**config.mk**
```make
export PLATFORM = sky130hd
export DESIGN_NAME = crossbar_tile
export DESIGN_NICKNAME = d
export VERILOG_FILES = /design/src/rtl/tile_pkg.sv /design/src/rtl/tile_xbar.sv /design/src/rtl/tile_quant.sv /design/src/rtl/tile_potential.sv /design/src/rtl/crossbar_tile.sv
export SDC_FILE = /design/constraint.sdc
export NUM_CORES = 2
export LEC_CHECK = 0
export ABC_AREA = 1
export BUFFER_PORTS_ARGS = -buffer_cell sky130_fd_sc_hd__buf_2
export CAP_MARGIN = 0
export CORE_MARGIN = 1
export CORE_UTILIZATION = 55
export DETAILED_ROUTE_END_ITERATION = 10
export GPL_TIMING_DRIVEN = 0
export PLACE_DENSITY = 0.73
export SYNTH_ARGS = -nofsm -noshare
export SYNTH_HDL_FRONTEND = slang
export SYNTH_SLANG_ARGS = --single-unit
```
**constraint.sdc**
```tcl
create_clock -name clk -period 22.1 [get_ports clk]
set_input_delay 1.105 -clock clk [delete_from_list [all_inputs] [get_ports clk]]
set_output_delay 1.105 -clock clk [all_outputs]
set_load 0.05 [all_outputs]
```
**src/rtl/tile_pkg.sv**
```systemverilog
`timescale 1ns/1ps
package tile_pkg;

  // Signed product of one level and one sign-magnitude weight code.
  function automatic int cell_product(input int level, input int wcode, input int mag_w);
    int mag;
    mag = wcode & ((1 << mag_w) - 1);
    if (((wcode >> mag_w) & 1) != 0) return level * mag;
    return -(level * mag);
  endfunction

  // Clamp an integer into [lo, hi].
  function automatic int sat_to(input int v, input int lo, input int hi);
    if (v > hi) return hi;
    if (v < lo) return lo;
    return v;
  endfunction

  // Move v toward zero by d without crossing zero.
  function automatic int decay_toward_zero(input int v, input int d);
    if (v > 0) return (v > d) ? v - d : 0;
    if (v < 0) return (-v > d) ? v + d : 0;
    return 0;
  endfunction

  // Round-up scale and clamp of a signed row sum to an output level.
  function automatic int level_from_row(input int s, input int shift, input int maxv);
    int q;
    if (s <= 0) return 0;
    q = (s + (1 << shift) - 1) >>> shift;
    return (q > maxv) ? maxv : q;
  endfunction

  // Inclusive window test; an empty window (lo == hi) never matches.
  function automatic logic in_window(input int v, input int lo, input int hi);
    return (lo != hi) && (v >= lo) && (v <= hi);
  endfunction

endpackage

```
**src/rtl/tile_xbar.sv**
```systemverilog
`timescale 1ns/1ps
module tile_xbar #(
  parameter int LANES = 8,
  parameter int LVL_W = 4,
  parameter int MAG_W = 3,
  parameter int WGT_W = MAG_W + 2,
  parameter int ROW_W = LVL_W + MAG_W + $clog2(LANES) + 1,
  parameter int TOT_W = ROW_W + $clog2(LANES)
) (
  input  logic [LANES*LVL_W-1:0]       lanes_i,
  input  logic [LANES*LANES*WGT_W-1:0] wts_i,
  output logic [LANES*ROW_W-1:0]       rows_o,
  output logic signed [TOT_W-1:0]      total_o
);

  for (genvar r = 0; r < LANES; r++) begin : g_row
    int acc;
    always_comb begin
      acc = 0;
      for (int i = 0; i < LANES; i++) begin
        acc += tile_pkg::cell_product(int'(lanes_i[i*LVL_W +: LVL_W]),
                                      int'(wts_i[(r*LANES+i)*WGT_W +: WGT_W]),
                                      MAG_W);
      end
    end
    assign rows_o[r*ROW_W +: ROW_W] = ROW_W'(acc);
  end

  int tot;
  always_comb begin
    tot = 0;
    for (int r = 0; r < LANES; r++) begin
      tot += int'($signed(rows_o[r*ROW_W +: ROW_W]));
    end
  end
  assign total_o = TOT_W'(tot);

endmodule

```
**src/rtl/tile_quant.sv**
```systemverilog
`timescale 1ns/1ps
module tile_quant #(
  parameter int LANES = 8,
  parameter int LVL_W = 4,
  parameter int ROW_W = 11
) (
  input  logic [LANES*ROW_W-1:0] rows_i,
  output logic [LANES*LVL_W-1:0] levels_o
);

  localparam int SHIFT = $clog2(LANES);
  localparam int MAXV  = (1 << LVL_W) - 1;

  for (genvar r = 0; r < LANES; r++) begin : g_lane
    assign levels_o[r*LVL_W +: LVL_W] =
      LVL_W'(tile_pkg::level_from_row(int'($signed(rows_i[r*ROW_W +: ROW_W])), SHIFT, MAXV));
  end

endmodule

```
**src/rtl/tile_potential.sv**
```systemverilog
`timescale 1ns/1ps
module tile_potential #(
  parameter int ACC_W = 16,
  parameter int TOT_W = 14,
  parameter int DEC_W = 16
) (
  input  logic signed [ACC_W-1:0] pot_i,
  input  logic signed [TOT_W-1:0] total_i,
  input  logic        [DEC_W-1:0] decay_i,
  output logic signed [ACC_W-1:0] summed_o,
  output logic signed [ACC_W-1:0] next_o
);

  localparam int ACC_MAX = (1 << (ACC_W - 1)) - 1;
  localparam int ACC_MIN = -ACC_MAX - 1;

  int sum_sat;
  int after_decay;

  always_comb begin
    sum_sat     = tile_pkg::sat_to(int'(pot_i) + int'(total_i), ACC_MIN, ACC_MAX);
    after_decay = tile_pkg::decay_toward_zero(sum_sat, int'(decay_i));
  end

  assign summed_o = ACC_W'(sum_sat);
  assign next_o   = ACC_W'(after_decay);

endmodule

```
**src/rtl/crossbar_tile.sv**
```systemverilog
`timescale 1ns/1ps
module crossbar_tile #(
  parameter int LANES = 8,
  parameter int LVL_W = 4,
  parameter int MAG_W = 3,
  parameter int ACC_W = 16,
  parameter int DEC_W = 16
) (
  input  logic                                  clk,
  input  logic                                  rst_n,
  input  logic                                  active_i,
  input  logic                                  rd_stb_i,
  input  logic                                  wr_stb_i,
  input  logic [LANES*LVL_W-1:0]                lanes_i,
  input  logic [LANES*LANES*(MAG_W+2)-1:0]      weights_i,
  input  logic signed [ACC_W-1:0]               thr_lo_i,
  input  logic signed [ACC_W-1:0]               thr_hi_i,
  input  logic [DEC_W-1:0]                      decay_i,
  input  logic                                  bus_r_i,
  input  logic                                  bus_w_i,
  output logic                                  locked_o,
  output logic                                  lock_next_o,
  output logic                                  bus_en_o,
  output logic [LANES*LVL_W-1:0]                drive_o,
  output logic signed [ACC_W-1:0]               potential_o
);

  localparam int WGT_W = MAG_W + 2;
  localparam int ROW_W = LVL_W + MAG_W + $clog2(LANES) + 1;
  localparam int TOT_W = ROW_W + $clog2(LANES);

  // Named internal events, visible to the assertions below.
  logic [LANES*ROW_W-1:0]  row_sums;
  logic signed [TOT_W-1:0] row_total;
  logic [LANES*LVL_W-1:0]  lane_levels;
  logic signed [ACC_W-1:0] pot_summed;
  logic signed [ACC_W-1:0] pot_next;
  logic                    window_hit;

  logic signed [ACC_W-1:0] pot_q;
  logic                    pend_q;
  logic                    locked_q;
  logic [LANES*LVL_W-1:0]  drive_q;

  tile_xbar #(
    .LANES(LANES), .LVL_W(LVL_W), .MAG_W(MAG_W),
    .WGT_W(WGT_W), .ROW_W(ROW_W), .TOT_W(TOT_W)
  ) u_xbar (
    .lanes_i (lanes_i),
    .wts_i   (weights_i),
    .rows_o  (row_sums),
    .total_o (row_total)
  );

  tile_quant #(
    .LANES(LANES), .LVL_W(LVL_W), .ROW_W(ROW_W)
  ) u_quant (
    .rows_i   (row_sums),
    .levels_o (lane_levels)
  );

  tile_potential #(
    .ACC_W(ACC_W), .TOT_W(TOT_W), .DEC_W(DEC_W)
  ) u_pot (
    .pot_i    (pot_q),
    .total_i  (row_total),
    .decay_i  (decay_i),
    .summed_o (pot_summed),
    .next_o   (pot_next)
  );

  // Lock test runs on the decayed value (add, then decay, then test).
  assign window_hit = tile_pkg::in_window(int'(pot_next), int'(thr_lo_i), int'(thr_hi_i));

  always_ff @(posedge clk) begin
    if (!rst_n || !active_i) begin
      pot_q    <= '0;
      pend_q   <= 1'b0;
      locked_q <= 1'b0;
      drive_q  <= '0;
    end else begin
      if (rd_stb_i) begin
        pot_q   <= pot_next;
        pend_q  <= window_hit;
        drive_q <= bus_r_i ? lane_levels : '0;
      end
      if (wr_stb_i) begin
        locked_q <= pend_q;
      end
    end
  end

  assign potential_o = pot_q;
  assign lock_next_o = pend_q;
  assign locked_o    = locked_q;
  assign drive_o     = drive_q;
  assign bus_en_o    = bus_w_i & locked_q;

  // inactive tile is cleared on the next clock
  p_inactive_clear_r9: assert property (@(posedge clk) disable iff (!rst_n)
    !active_i |=> (potential_o == '0 && !locked_o && !lock_next_o && drive_o == '0));

  // committed lock only moves on a write strobe
  p_lock_hold_r10: assert property (@(posedge clk) disable iff (!rst_n)
    (active_i && !wr_stb_i) |=> $stable(locked_o));

  // write strobe commits the pending value
  p_lock_commit_r10: assert property (@(posedge clk) disable iff (!rst_n)
    (active_i && wr_stb_i) |=> (locked_o == $past(lock_next_o)));

  // potential holds without a read strobe
  p_pot_hold_r12: assert property (@(posedge clk) disable iff (!rst_n)
    (active_i && !rd_stb_i) |=> $stable(potential_o));

  // decay never flips a positive sum negative
  p_decay_pos_r4: assert property (@(posedge clk) disable iff (!rst_n)
    (active_i && rd_stb_i && pot_summed > 0) |=> (potential_o >= 0));

  // decay never flips a negative sum positive
  p_decay_neg_r4: assert property (@(posedge clk) disable iff (!rst_n)
    (active_i && rd_stb_i && pot_summed < 0) |=> (potential_o <= 0));

  // bus reading disabled gives an empty drive vector
  p_drive_off_r8: assert property (@(posedge clk) disable iff (!rst_n)
    (active_i && rd_stb_i && !bus_r_i) |=> (drive_o == '0));

  // equal thresholds never lock
  p_empty_window_r6: assert property (@(posedge clk) disable iff (!rst_n)
    (active_i && rd_stb_i && thr_lo_i == thr_hi_i) |=> !lock_next_o);

endmodule

```
==> key figures <==
Detailed routing
  – DR DRC count: 0
  – WL/cell: 19.8 microns
  – Antenna violation net count after detailed routing: 0
  – DR iter-0 viols: roughly 4400
  – Via count: 49219
  – Pre-Repair DR Iteration Count: 6
  – Wirelength, routed: between 150000 and 200000 microns
  – Via/cell ratio: between 5 and 6

Logic synthesis
  – Post-synthesis mux area share: 0.0194%
  – Synth Flop Type: dfxtp_1
  – Syn_nets: between 9000 and 10000
  – Adder-Cell Fraction of Synth Area: about 43%
  – Top post-synthesis cells by area: fa_1 (27%), ha_1 (16%), nand2_1 (14%), inv_1 (14%), xor2_1 (6.5%)
  – Syn Area/Cell: about 7 sq um
  – Synth top area share: 27.5%
  – Cells after Synth: between 7000 and 8000
  – Compound-Gate Fraction of Synth Area: just under 8%
  – Synth Area in Simple Gates: between 20% and 30%
  – Netlist Area Pre-Place: 0.0517 sq mm
  – Yosys Warn Count: 0
  – Distinct cell type count after synthesis: 59
  – Synth Area in XOR/XNOR: a little under a tenth
  – Flops & latches, synth: 50
  – Sequential-to-total area share from yosys stat: 1.94%
  – EDFF count, synth: 0
  – Post-synth top area cell: fa_1
  – Synth top cells by count: nand2_1 (1924), inv_1 (1916), fa_1 (710)
  – Async SR Flop Fraction: 0%
  – Count leader, synth: nand2_1
  – Combinational family with the most area after synthesis: adder cells

Floorplanning
  – Site Rows: approximately 110
  – Die Wd: between 300 and 400 microns
  – Io pins: approximately 460
  – Core Footprint: 0.0932 sq mm
  – Die area: 0.0953 sq mm
  – Die height: just over 300 microns
  – Starting density of the core: 55.5%

Run status
  – Outcome: finished, violations left
  – Failing checks: max-capacitance violations, max-slew violations

Hold path
  – Hold Startpoint: drive_o[4]
  – Hold Crit Class: reg2reg
  – Hold Path End: drive_o[4]
  – Hold depth: 2

CTS
  – Total CTS buffers: 5
  – Post-CTS Setup Bufs: 0
  – CTS tree: yes
  – Cts hold-fix bufs: 0
  – Max clock buf depth: 2
  – H-tree depth: 2
  – Worst skew pair latency: about 0.30 ns
  – Root buf cell: clkbuf_16
  – Clk slew on worst S/H paths: about 0.070 ns
  – Clock sink total: 50
  – Resize count post-CTS: 0

GRT
  – Vias in the first global route: between 40000 and 50000
  – GR met2 Demand/Resource: about 60%
  – Grt ovf: 0
  – Initial antenna violation count: 63
  – GR peak layer: met2
  – M3 GR Usage: 8.98%
  – GRT Total Usage: between 30% and 40%
  – Global-route wire length before repair: 273000 microns
  – Met1 Use GR: about half
  – Largest net degree at the start of global routing: 18

Timing
  – Fin crit period: 20.21 ns
  – Setup Viol. Count Final: 0
  – Period utilization: approximately nine tenths
  – Fin Setup TNS: 0 ns
  – Worst-Margin Slew: between 1.5 and 2 ns
  – Final-report hold violation count: 0
  – Fin. max-slew vios: 11
  – FMAX: approximately 49 MHz
  – RSZ-0062 raised after global routing: false
  – Slew HR: -5.38%
  – Worst Skew: 0.00835 ns

Placement
  – Post-DP HPWL: between 150000 and 200000 microns
  – GP Congestion: around 1
  – Port buffer count: 393

Final layout
  – Util after Layout: 59.6%
  – Post-layout net count: 9709
  – Layout cell share with drive strength beyond 1: 6.54%
  – Area delta synth->final: 7.44%

Setup path
  – Req. time, crit path: about 22 ns
  – Worst r2r dst: lock_next_o
  – Startpoint Class: input port
  – Crit path kind: in2reg
  – Crit path arrival time: a little over 20 ns
  – Worst Setup SP: lanes_i[24]
  – CP max stage delay: between 1 and 1.5 ns
  – Crit Path Max Fanout: 10
  – RR Startpoint: potential_o[0]
  – Most used cell, CP: nand2_1
  – Reg2Reg Depth: between 40 and 50
  – Worst Setup End Kind: flop
  – Reg-to-reg slack, setup: around 15 ns
  – Crit-path slowest cell: clkbuf_1

Run
  – Max Cap Viol: 1
-- worst max path at each step --
stage,to,slack [ns],cells past startpoint
floorplan,lock_next_o,6.43,85
global placement,lock_next_o,1.33,79
detailed placement,lock_next_o,1.91,89
CTS,lock_next_o,2.17,88
global route,lock_next_o,0.92,81
finish,lock_next_o,1.89,82
-- layer usage --
| metal | vias to the layer above | wire, microns |
|---|---|---|
| li1 | 23680 | - |
| met1 | 23149 | 72100 |
| met2 | 1975 | 80200 |
| met3 | 383 | 19000 |
| met4 | 32 | 11700 |
| met5 | - | 230 |
-- registers in the layout (all words and copies together) (netlist names) --
register / count
lock_next_o: 1
locked_o: 1
potential_o: 16
drive_o: 32
-- metrics by stage --
stage | hold slack, ns | cell area [sq um] | instances | setup slack [ns]
after floorplan | 0.690 | 51700 | 7535 | 6.43
after CTS | 0.465 | 55400 | 9190 | 2.17
after global placement | 0.450 | 55300 | 9182 | 1.33
after detailed placement | 0.455 | 55300 | 9182 | 1.91
after global routing | 0.489 | 55500 | 9216 | 0.922
final | 0.464 | 55600 | 9242 | 1.89
-- logic make-up (layout without fill, tap and decap cells) --
group | after synthesis | in the layout
compound gates | 689 | 689
xor+xnor | 556 | 556
fa+ha+maj | 1367 | 1367
buf+inv | 2024 | 2425
flops | 50 | 50
mux | 1 | 1
other cells | 0 | 52
simple gates | 2848 | 2848
-- placed cells by master (no fill, tap or decap), types with 6 or more instances in the layout --
cell       synthesis  layout
nand2_1         1924    1924
inv_1           1916    1916
fa_1             710     710
ha_1             657     657
buf_2              3     397
nand3_1          386     386
xor2_1           383     383
nor2_1           322     322
a21oi_1          269     269
o21ai_0          192     192
xnor2_1          173     173
nor3_1            62      62
a31oi_1           55      55
clkbuf_1          80      53
diode_2            0      52
dfxtp_1           50      50
nand4_1           42      42
o21bai_1          35      35
clkbuf_2           0      27
nand3b_1          22      22
or2_2             21      21
a22oi_1           20      20
nand2_2           18      18
o211ai_1          18      18
clkinv_1          14      14
o31ai_1           14      14
a21o_1            13      13
nor4_1            11      11
o22ai_1           11      11
o2111ai_1         10      10
nand2_4           10      10
o21a_1             8       8
and2_1             8       8
a31o_2             7       7
o221ai_1           6       6
-- area by class of cell --
cell class                      count  area (sq um)
Antenna cell                       52           130
Buffer                             89           404
Clock buffer                        5           125
Clock inverter                      3          22.5
Fill cell                        9098         37600
Inverter                         1935          7270
Multi-Input combinational cell   5461         43100
Sequential cell                    50          1000
Tap cell                         1254          1570
Timing Repair Buffer              393          1970
-- critical path: cells and delay by family --
family / cells / cell delay, ns
buffers and inverters: 14 / 3.63
adders and majority gates: 18 / 7.59
AOI/OAI and AO/OA: 12 / 2.26
and+or+nand+nor: 32 / 3.96
xor gates and xnor gates: 6 / 1.73
Power is not shown: default switching activity piles up to over one toggle a cycle in this logic, so the estimate is an artifact.
